### config.mk
export PLATFORM = sky130hd
export DESIGN_NAME = valley_gate_ctrl
export DESIGN_NICKNAME = d
export VERILOG_FILES = /design/src/rtl/valley_pkg.sv /design/src/rtl/vg_sync.sv /design/src/rtl/vg_datapath.sv /design/src/rtl/vg_control.sv /design/src/rtl/valley_gate_ctrl.sv
export SDC_FILE = /design/constraint.sdc
export NUM_CORES = 1
export LEC_CHECK = 0
export ABC_AREA = 1
export BUFFER_PORTS_ARGS = -buffer_cell sky130_fd_sc_hd__buf_2
export CORE_MARGIN = 2
export CORE_UTILIZATION = 55
export CTS_CLUSTER_SIZE = 16
export DETAILED_ROUTE_END_ITERATION = 8
export GPL_TIMING_DRIVEN = 0
export MAX_ROUTING_LAYER = met4
export PLACE_DENSITY = 0.74
export SYNTH_ARGS = -nofsm -noshare
export SYNTH_HDL_FRONTEND = slang
export SYNTH_HIERARCHICAL = 1
export SYNTH_SLANG_ARGS = --single-unit
### constraint.sdc
create_clock -name clk -period 2.54 [get_ports clk]
set_input_delay 0 -clock clk [delete_from_list [all_inputs] [get_ports clk]]
set_output_delay 0 -clock clk [all_outputs]
set_load 0.05 [all_outputs]
### src/rtl/valley_pkg.sv
package valley_pkg;
  typedef struct packed {
    logic clrCount;
    logic startBlank;
  } vgStrobe_t;
endpackage

### src/rtl/vg_sync.sv
module vg_sync #(
  parameter int WIDTH = 3,
  parameter int STAGES = 2
) (
  input  logic             clk,
  input  logic             rst_n,
  input  logic [WIDTH-1:0] dIn,
  output logic [WIDTH-1:0] dOut
);
  logic [WIDTH-1:0] stage [STAGES];

  generate
    for (genvar s = 0; s < STAGES; s++) begin : g_stage
      always_ff @(posedge clk or negedge rst_n) begin
        if (!rst_n) stage[s] <= '0;
        else if (s == 0) stage[s] <= dIn;
        else stage[s] <= stage[(s == 0) ? 0 : s-1];
      end
    end
  endgenerate

  assign dOut = stage[STAGES-1];
endmodule

### src/rtl/vg_datapath.sv
module vg_datapath
  import valley_pkg::*;
#(
  parameter int CNT_W = 4,
  parameter int SHORT_CYCLES = 750,
  parameter int LONG_CYCLES = 7500
) (
  input  logic             clk,
  input  logic             rst_n,
  input  logic             senseLowRaw,
  input  logic             senseHighRaw,
  input  logic             rampHitRaw,
  input  vgStrobe_t        strobe,
  output logic             senseLowS,
  output logic             rampHitS,
  output logic             blanking,
  output logic [CNT_W-1:0] valleyCount
);
  localparam int TMR_W = $clog2(LONG_CYCLES + 1);
  localparam logic [TMR_W-1:0] SHORT_LD = TMR_W'(SHORT_CYCLES);
  localparam logic [TMR_W-1:0] LONG_LD  = TMR_W'(LONG_CYCLES);
  localparam logic [CNT_W-1:0] CNT_MAX  = '1;

  logic [2:0] syncOut;
  logic senseHighS, senseLowD, fallEdge;
  logic [TMR_W-1:0] blankTmr;

  vg_sync #(.WIDTH(3), .STAGES(2)) i_sync (
    .clk(clk), .rst_n(rst_n),
    .dIn({rampHitRaw, senseHighRaw, senseLowRaw}),
    .dOut(syncOut)
  );

  assign senseLowS  = syncOut[0];
  assign senseHighS = syncOut[1];
  assign rampHitS   = syncOut[2];

  always_ff @(posedge clk or negedge rst_n) begin
    if (!rst_n) senseLowD <= 1'b0;
    else senseLowD <= senseLowS;
  end

  assign fallEdge = senseLowD & ~senseLowS;
  assign blanking = (blankTmr != '0);

  // valley counter: clear wins, blanked crossings dropped, saturating
  always_ff @(posedge clk or negedge rst_n) begin
    if (!rst_n) valleyCount <= '0;
    else if (strobe.clrCount) valleyCount <= '0;
    else if (fallEdge && !blanking && valleyCount != CNT_MAX)
      valleyCount <= valleyCount + 1'b1;
  end

  // blanking timer, length fixed by the high-level comparator at start
  always_ff @(posedge clk or negedge rst_n) begin
    if (!rst_n) blankTmr <= '0;
    else if (strobe.startBlank) blankTmr <= senseHighS ? SHORT_LD : LONG_LD;
    else if (blanking) blankTmr <= blankTmr - 1'b1;
  end
endmodule

### src/rtl/vg_control.sv
module vg_control
  import valley_pkg::*;
#(
  parameter int CNT_W = 4
) (
  input  logic             clk,
  input  logic             rst_n,
  input  logic             senseLowS,
  input  logic             rampHitS,
  input  logic             blanking,
  input  logic [CNT_W-1:0] valleyCount,
  input  logic [CNT_W-1:0] targetCount,
  output vgStrobe_t        strobe,
  output logic             gateOut
);
  logic gateNext, turnOn, turnOff;

  assign turnOn  = !gateOut && !blanking && !senseLowS &&
                   (targetCount != '0) && (valleyCount == targetCount);
  assign turnOff = gateOut && (senseLowS || rampHitS);

  always_comb begin
    gateNext = gateOut;
    if (turnOff) gateNext = 1'b0;
    else if (turnOn) gateNext = 1'b1;
    strobe.clrCount   = turnOff;
    strobe.startBlank = gateOut && rampHitS;
  end

  always_ff @(posedge clk or negedge rst_n) begin
    if (!rst_n) gateOut <= 1'b0;
    else gateOut <= gateNext;
  end
endmodule

### src/rtl/valley_gate_ctrl.sv
module valley_gate_ctrl
  import valley_pkg::*;
#(
  parameter int CNT_W = 4,
  parameter int SHORT_CYCLES = 750,
  parameter int LONG_CYCLES = 7500
) (
  input  logic             clk,
  input  logic             rst_n,
  input  logic             senseLowRaw,
  input  logic             senseHighRaw,
  input  logic             rampHitRaw,
  input  logic [CNT_W-1:0] targetCount,
  output logic             gateOut
);
  vgStrobe_t strobe;
  logic senseLowS, rampHitS, blanking;
  logic [CNT_W-1:0] valleyCount;

  vg_datapath #(.CNT_W(CNT_W), .SHORT_CYCLES(SHORT_CYCLES), .LONG_CYCLES(LONG_CYCLES)) i_dp (
    .clk(clk), .rst_n(rst_n),
    .senseLowRaw(senseLowRaw), .senseHighRaw(senseHighRaw), .rampHitRaw(rampHitRaw),
    .strobe(strobe), .senseLowS(senseLowS), .rampHitS(rampHitS),
    .blanking(blanking), .valleyCount(valleyCount)
  );

  vg_control #(.CNT_W(CNT_W)) i_ctl (
    .clk(clk), .rst_n(rst_n),
    .senseLowS(senseLowS), .rampHitS(rampHitS), .blanking(blanking),
    .valleyCount(valleyCount), .targetCount(targetCount),
    .strobe(strobe), .gateOut(gateOut)
  );
endmodule

==> run_results.csv, run 1 <==
group,metric,value,unit
detailed_routing,highest_layer,"met4",
placed_design,portBuffers,9,
worst_setup_path,worstReg2RegEnd,"i_ctl/gateOut",
floorplan,initial_core_util,58.73,%
synthesis,synth.most_common_cell,"nand2_1",
run_status,status,"completed",
hold_path,hold-path-cell-count,6,
pwr,peakVddDrop,0.5835,mV
worst_setup_path,crit_type,"reg2reg",
detailed_routing,wl,2.531,mm
sta,fin_skew,0.002679,ns
sta,worstMarginPinSlew,0.5452,ns
run,maxCapViolCount,0,
grt,antenna_found_initial,0,
clock_tree,ctsResizeCount,0,
synthesis,yosysTopAreaCell,"dfrtp_1",
sta,setup_tns,0,ns
worst_setup_path,crit_path_max_incr_delay,0.41,ns
floorplan,dieWidth,55.90,microns
finish,area_delta_synth_final,10.13,%
detailed_routing,vias,1174,
clock_tree,numCtsBuffers,3,
sta,hold_ws,0.07193,ns
pwr,power.density,822.5,mW/mm^2
grt,track_usage,19.00,%
hold_path,min_path_type,"in2reg",
synthesis,synth_edf_count,0,
finish,nets,219,
finish,layout-drive-gt1-share,18.45,%
hold_path,whs_endpoint,"i_ctl/gateOut",
floorplan,die_h,55.90,microns
sta,finalHoldViolCount,0,
floorplan,fp-row-count,18,
floorplan,ios,10,
grt,first_global_vias,1145,
synthesis,syn_avg_cell_area,7.838,sq um
clock_tree,path_clk_slew,0.13,ns
synthesis,yosys-top-cells-count,"nand2_1, inv_1, dfrtp_1",
worst_setup_path,cp.required,2.78,ns
worst_setup_path,crit_fanout,4,
placed_design,dpl.hpwl,1.975,mm
placed_design,place_congestion,0.8121,
finish,antenna_cells,0,
detailed_routing,drt_iter0_drc,33,
sta,fmax,648.4,MHz
sta,rsz0062_at_grt,"false",
clock_tree,cts_max_level,1,
detailed_routing,postRouteAntennaNets,0,
floorplan,coreArea,0.002522,sq mm
grt,grt_max_degree,26,
pwr,power.leakage,0.9134,nW
sta,setup_viol,0,
grt,grt_pass1_wl,4.629,mm
worst_setup_path,r2r_setup_slack,1.0,ns
sta,slew_violations,0,
worst_setup_path,worstSetupStartpointType,"register",
worst_setup_path,r2r_cells,10,
sta,min_period,1.542,ns
worst_setup_path,r2r_start,"i_dp/blankTmr[1]",
synthesis,synth_top_area_share,42.23,%
worst_setup_path,worst-path-buf-inv,1,
synthesis,synth_top_cells_by_area,"dfrtp_1, nand2_1, inv_1, nand3_1, nor2_1",
worst_setup_path,worst-path-stages,10,
synthesis,synth-seq-cells,25,
synthesis,async_flop_share,100.0,%
detailed_routing,wl_met3,66,microns
clock_tree,postCtsSetupRepairBufs,0,
clock_tree,root_buffer,"clkbuf_4",
detailed_routing,drt-pass1-iter-count,4,
grt,grt_overflow,0,
detailed_routing,viasPerCell,4.975,
synthesis,ys.flop_type,"dfrtp_1",
sta,max_slew_margin,63.65,%
detailed_routing,drc,0,
clock_tree,ctsHoldBuffers,4,
clock_tree,clockBufferDepth,2,
synthesis,syn_nets,201,
clock_tree,clk_latency,0.31,ns
synthesis,yosys.cell_types.count,25,
detailed_routing,met1_length,1.229,mm
sta,post-route-period-util,60.72,%
detailed_routing,wl_per_cell,10.72,microns
worst_setup_path,critPathTopFamily,"simple AND/OR/NAND/NOR gates",
synthesis,netlist_instances,189,
detailed_routing,dr_wl_met2,1.219,mm
worst_setup_path,critPathCaptureType,"register",
synthesis,yosysWarnings,6,
worst_setup_path,cp_cell_sequence,"inv_1 > ha_1 > nand2_1 > nor2_8 > nand2_4 > nor2_1 > nand2_1 > nor2_1 > nand3_1 > o21ai_0",
clock_tree,cts_sinks,25,
synthesis,seq_area_frac_synth,42.23,%
floorplan,die-area,0.003125,sq mm
synthesis,netlist_area,0.001481,sq mm
worst_setup_path,critPathArrivalTime,1.78,ns
hold_path,holdCritStartpoint,"targetCount[0]",
worst_setup_path,slowest_stage,"dfrtp_1",
clock_tree,tritoncts,"built",
[layer usage]
metal	up-vias	track usage, %
li1	616	-
met1	539	23.84
met2	17	31.80
met3	2	2.326
met4	0	6.803
met5	-	-
[metrics by stage]
step | worst slack [ns] | cell area, sq um | cells | total power, W | utilization [%]
finish | 0.9978 | 1632 | 236 | 0.001342 | 64.68
global route | 0.7742 | 1632 | 236 | 0.001469 | 64.68
detailed placement | 1.034 | 1564 | 228 | 0.001179 | 62.00
floorplan | 1.056 | 1481 | 189 | 0.001066 | -
CTS | 0.9948 | 1632 | 236 | 0.001358 | 64.68
global placement | 1.046 | 1564 | 228 | 0.001149 | 62.00
[worst max path at each step]
stage / from / end / slack, ns
after floorplan: i_ctl/gateOut / i_dp/blankTmr[10] / 1.06
after global routing: i_dp/blankTmr[0] / i_ctl/gateOut / 0.77
after global placement: i_dp/blankTmr[1] / i_ctl/gateOut / 1.05
final: i_dp/blankTmr[1] / i_ctl/gateOut / 1.0
after detailed placement: i_dp/blankTmr[1] / i_ctl/gateOut / 1.03
after CTS: i_dp/blankTmr[1] / i_ctl/gateOut / 0.99
[registers in the layout, summed over array words and instances (netlist names)]
signal	count
i_dp/i_sync/stage	3
i_dp/blankTmr	13
i_dp/valleyCount	4
i_dp/senseLowD	1
i_ctl/gateOut	1
i_dp/i_sync/dOut	3
[power by group]
| group | internal [W] | leakage (nW) | switching, W |
|---|---|---|---|
| Combinational | 0.000205 | 0.591 | 0.000326 |
| Clock | 0.0000588 | 0.0177 | 0.000112 |
| Sequential | 0.000511 | 0.305 | 0.000128 |
| Total | 0.000775 | 0.913 | 0.000567 |
[cell type report]
| type | count | area [sq um] |
|---|---|---|
| Sequential cell | 25 | 625.6 |
| Fill cell | 223 | 890.9 |
| Clock inverter | 1 | 5.005 |
| Inverter | 31 | 116.4 |
| Timing Repair Buffer | 13 | 85.08 |
| Clock buffer | 3 | 22.52 |
| Multi-Input combinational cell | 129 | 709.4 |
| Buffer | 4 | 30.03 |
| Tap cell | 30 | 37.54 |
[placed cells by master (no fill, tap or decap), drive strengths merged]
master / count
nor3: 2
xnor2: 2
nor2: 24
a21oi: 1
nand2: 57
nand3b: 2
dlygate4sd3: 4
o21ai: 8
nand3: 23
dfrtp: 25
buf: 13
ha: 3
xor2: 3
or2: 2
clkbuf: 3
nand4: 2
inv: 31
clkinv: 1
[cells by family (layout without fill, tap and decap cells)]
logic type,Yosys count,after routing,share of synthesized area (%)
simple gates,112,112,38.60
buf+inv,35,52,9.882
flops,25,25,42.23
compound gates,9,9,3.801
xor+xnor,5,5,2.957
fa+ha+maj,3,3,2.534
[worst min-delay path, delay by kind of cell]
family / cells / cell delay (ns)
buffers and inverters: 1 / 0.09
and+or+nand+nor: 4 / 0.20
AOI/OAI and AO/OA: 1 / 0.07
No activity file was read; power rests on OpenSTA's default activity.
==> run 2, diff against run 1 <==
--- a/config.mk
+++ b/config.mk
@@ -8,7 +8,7 @@
 export ABC_AREA = 1
 export BUFFER_PORTS_ARGS = -buffer_cell sky130_fd_sc_hd__buf_2
 export CORE_MARGIN = 2
-export CORE_UTILIZATION = 55
+export CORE_UTILIZATION = 53
 export CTS_CLUSTER_SIZE = 16
 export DETAILED_ROUTE_END_ITERATION = 8
 export GPL_TIMING_DRIVEN = 0
==> constraint.sdc (replaced) <==
create_clock -name clk -period 1.3 [get_ports clk]
set_input_delay 0 -clock clk [delete_from_list [all_inputs] [get_ports clk]]
set_output_delay 0 -clock clk [all_outputs]
set_load 0.05 [all_outputs]
==> run 2 against run 1 <==
Net effect:
- the run now ends with setup timing left
- sequential power increased by 89%
- critical path depth decreased by 2
- routed wire length grew 29%
- hold slack got worse by 0.035 ns
- via count up 12%
- total power is 140% higher
- non-clock buffer count increased by 22
- cell count rose by 9.7%
- register-to-register slack got worse by 1.1 ns
- first-iteration DRC count increased by 45%
- fmax grew 12%
- core utilization increased by 6.9 points
==> run_results.csv, run 2 (synthesized netlist as in run 1, its figures left out) <==
group,metric,value,unit
run_status,status,"finished with violations",
run_status,violations,"setup timing",
worst_setup_path,critPathTopFamily,"flip-flops",
sta,fmax,724.8,MHz
detailed_routing,viasPerCell,5.089,
pwr,power,0.003220,W
grt,grt_pass1_wl,5.464,mm
worst_setup_path,crit_type,"reg2reg",
detailed_routing,vias,1318,
worst_setup_path,r2r_cells,8,
clock_tree,clk_latency,0.33,ns
worst_setup_path,worst-path-stages,8,
clock_tree,cts_sinks,25,
grt,first_global_vias,1346,
finish,regMostFlops,"i_dp/blankTmr",
sta,worstMarginPinSlew,0.5554,ns
sta,max_slew_margin,62.97,%
clock_tree,clockBufferDepth,2,
worst_setup_path,crit_start,"i_dp/blankTmr[1]",
hold_path,holdCritStartpoint,"targetCount[0]",
pwr,power.leakage,1.033,nW
worst_setup_path,cp.required,1.56,ns
floorplan,ios,10,
clock_tree,cts_max_level,1,
finish,layout-drive-gt1-share,37.72,%
finish,antenna_cells,0,
sta,setup_viol,13,
floorplan,fp-row-count,19,
clock_tree,numCtsBuffers,3,
finish,fill_cells,204,
sta,worst_slack,-0.07962,ns
finish,final_core_util,71.61,%
worst_setup_path,worstReg2RegEnd,"i_dp/blankTmr[0]",
clock_tree,root_buffer,"clkbuf_4",
worst_setup_path,endpoint,"i_dp/blankTmr[0]",
pwr,peakVddDrop,1.285,mV
sta,finalHoldViolCount,0,
sta,slew_violations,0,
pwr,power.density,1659,mW/mm^2
worst_setup_path,crit_path_max_incr_delay,0.39,ns
worst_setup_path,cp_cell_sequence,"inv_2 > ha_4 > nand2_4 > nor2_8 > buf_6 > a21oi_4 > nand2_1 > o21ai_1",
clock_tree,path_clk_slew,0.14,ns
worst_setup_path,critPathArrivalTime,1.64,ns
detailed_routing,drt_iter0_drc,48,
worst_setup_path,crit_fanout,7,
placed_design,dpl.hpwl,2.062,mm
finish,area_delta_synth_final,31.00,%
grt,grt_overflow,0,
grt,antenna_found_initial,0,
floorplan,dieWidth,56.87,microns
grt,grt_max_degree,26,
sta,post-route-period-util,106.1,%
placed_design,portBuffers,9,
finish,final_common_cell,"nand2_1",
floorplan,initial_core_util,54.66,%
detailed_routing,wl,3.277,mm
worst_setup_path,slowest_stage,"dfrtp_1",
floorplan,die_h,56.87,microns
run,maxCapViolCount,0,
detailed_routing,drt-pass1-iter-count,4,
worst_setup_path,critPathCaptureType,"register",
floorplan,die-area,0.003234,sq mm
finish,stdcell_count,259,
sta,min_period,1.380,ns
placed_design,dpl.cell_count,229,
sta,rsz0062_at_grt,"true",
finish,largest_reg_flops,13,
worst_setup_path,worst-path-buf-inv,2,
finish,final_cell_mix,"nand2_1, inv_1, dfrtp_1",
clock_tree,tritoncts,"built",
hold_path,min_path_type,"in2reg",
worst_setup_path,worstSetupStartpointType,"register",
worst_setup_path,r2r_setup_slack,-0.08,ns
detailed_routing,drc,0,
worst_setup_path,r2r_start,"i_dp/blankTmr[1]",
finish,reg.largest.list,"i_dp/blankTmr (13), i_dp/valleyCount (4)",
detailed_routing,wl_per_cell,12.65,microns
placed_design,place_congestion,0.8578,
finish,nets,241,
floorplan,coreArea,0.002710,sq mm
grt,track_usage,22.22,%
sta,fin_skew,0.001778,ns
placed_design,dpl_worst_slack,-0.1086,ns
detailed_routing,postRouteAntennaNets,0,
run 2: power breakdown:
part           total [W]  switching, W  internal [W]
clock           0.000366      0.000248      0.000118
combinational    0.00164      0.000910      0.000731
sequential       0.00121      0.000209       0.00100
run 2: final cells by class:
class	count	area, sq um	share of cell area [%]
multi-input combinational	129	824.5	42.49
sequential	25	628.1	32.37
timing repair buffer	35	261.5	13.48
inverter	31	123.9	6.383
tap	31	38.79	1.999
buffer	4	33.78	1.741
clock buffer	3	22.52	1.161
clock inverter	1	7.507	0.3868
run 2: routing by layer:
| layer | wire length, microns | track usage (%) |
|---|---|---|
| met2 | 1776 | 38.21 |
| met3 | 69 | 2.995 |
| met4 | 102 | 9.635 |
| met1 | 1328 | 25.97 |
| met5 | 0 | - |
run 2: worst min-delay path, delay by kind of cell:
| kind | cells | cell delay [ns] |
|---|---|---|
| buf+inv | 1 | 0.08 |
| simple gates | 4 | 0.20 |
| compound gates | 1 | 0.06 |
run 2: how the worst min path moves through the flow:
stage / endpoint / slack [ns] / cells past startpoint
after CTS: i_ctl/gateOut / 0.03 / 6
after global placement: i_dp/valleyCount[3] / 0.01 / 1
final: i_ctl/gateOut / 0.04 / 6
after detailed placement: i_dp/valleyCount[3] / 0.02 / 1
after global routing: i_ctl/gateOut / 0.06 / 6
after floorplan: i_ctl/gateOut / -0.30 / 0
run 2: what timing repair did:
action | in CTS | in global routing
resized for setup | 11 | 22
hold buffers | 4 | 0
pin swaps | 9 | 13
endpoints found under the hold margin | 28 | 0
setup endpoints to repair | 7 | 18
cloned | 0 | 0
buffers inserted | 12 | 10
run 2: stage by stage:
step	setup TNS (ns)	cell area, sq um	hold WS, ns
global placement	-0.1601	1587	0.01117
global route	-1.852	1941	0.05647
floorplan	0	1503	-0.2956
detailed placement	-0.2971	1587	0.01758
finish	-0.5154	1941	0.03657
CTS	-0.4864	1783	0.03055
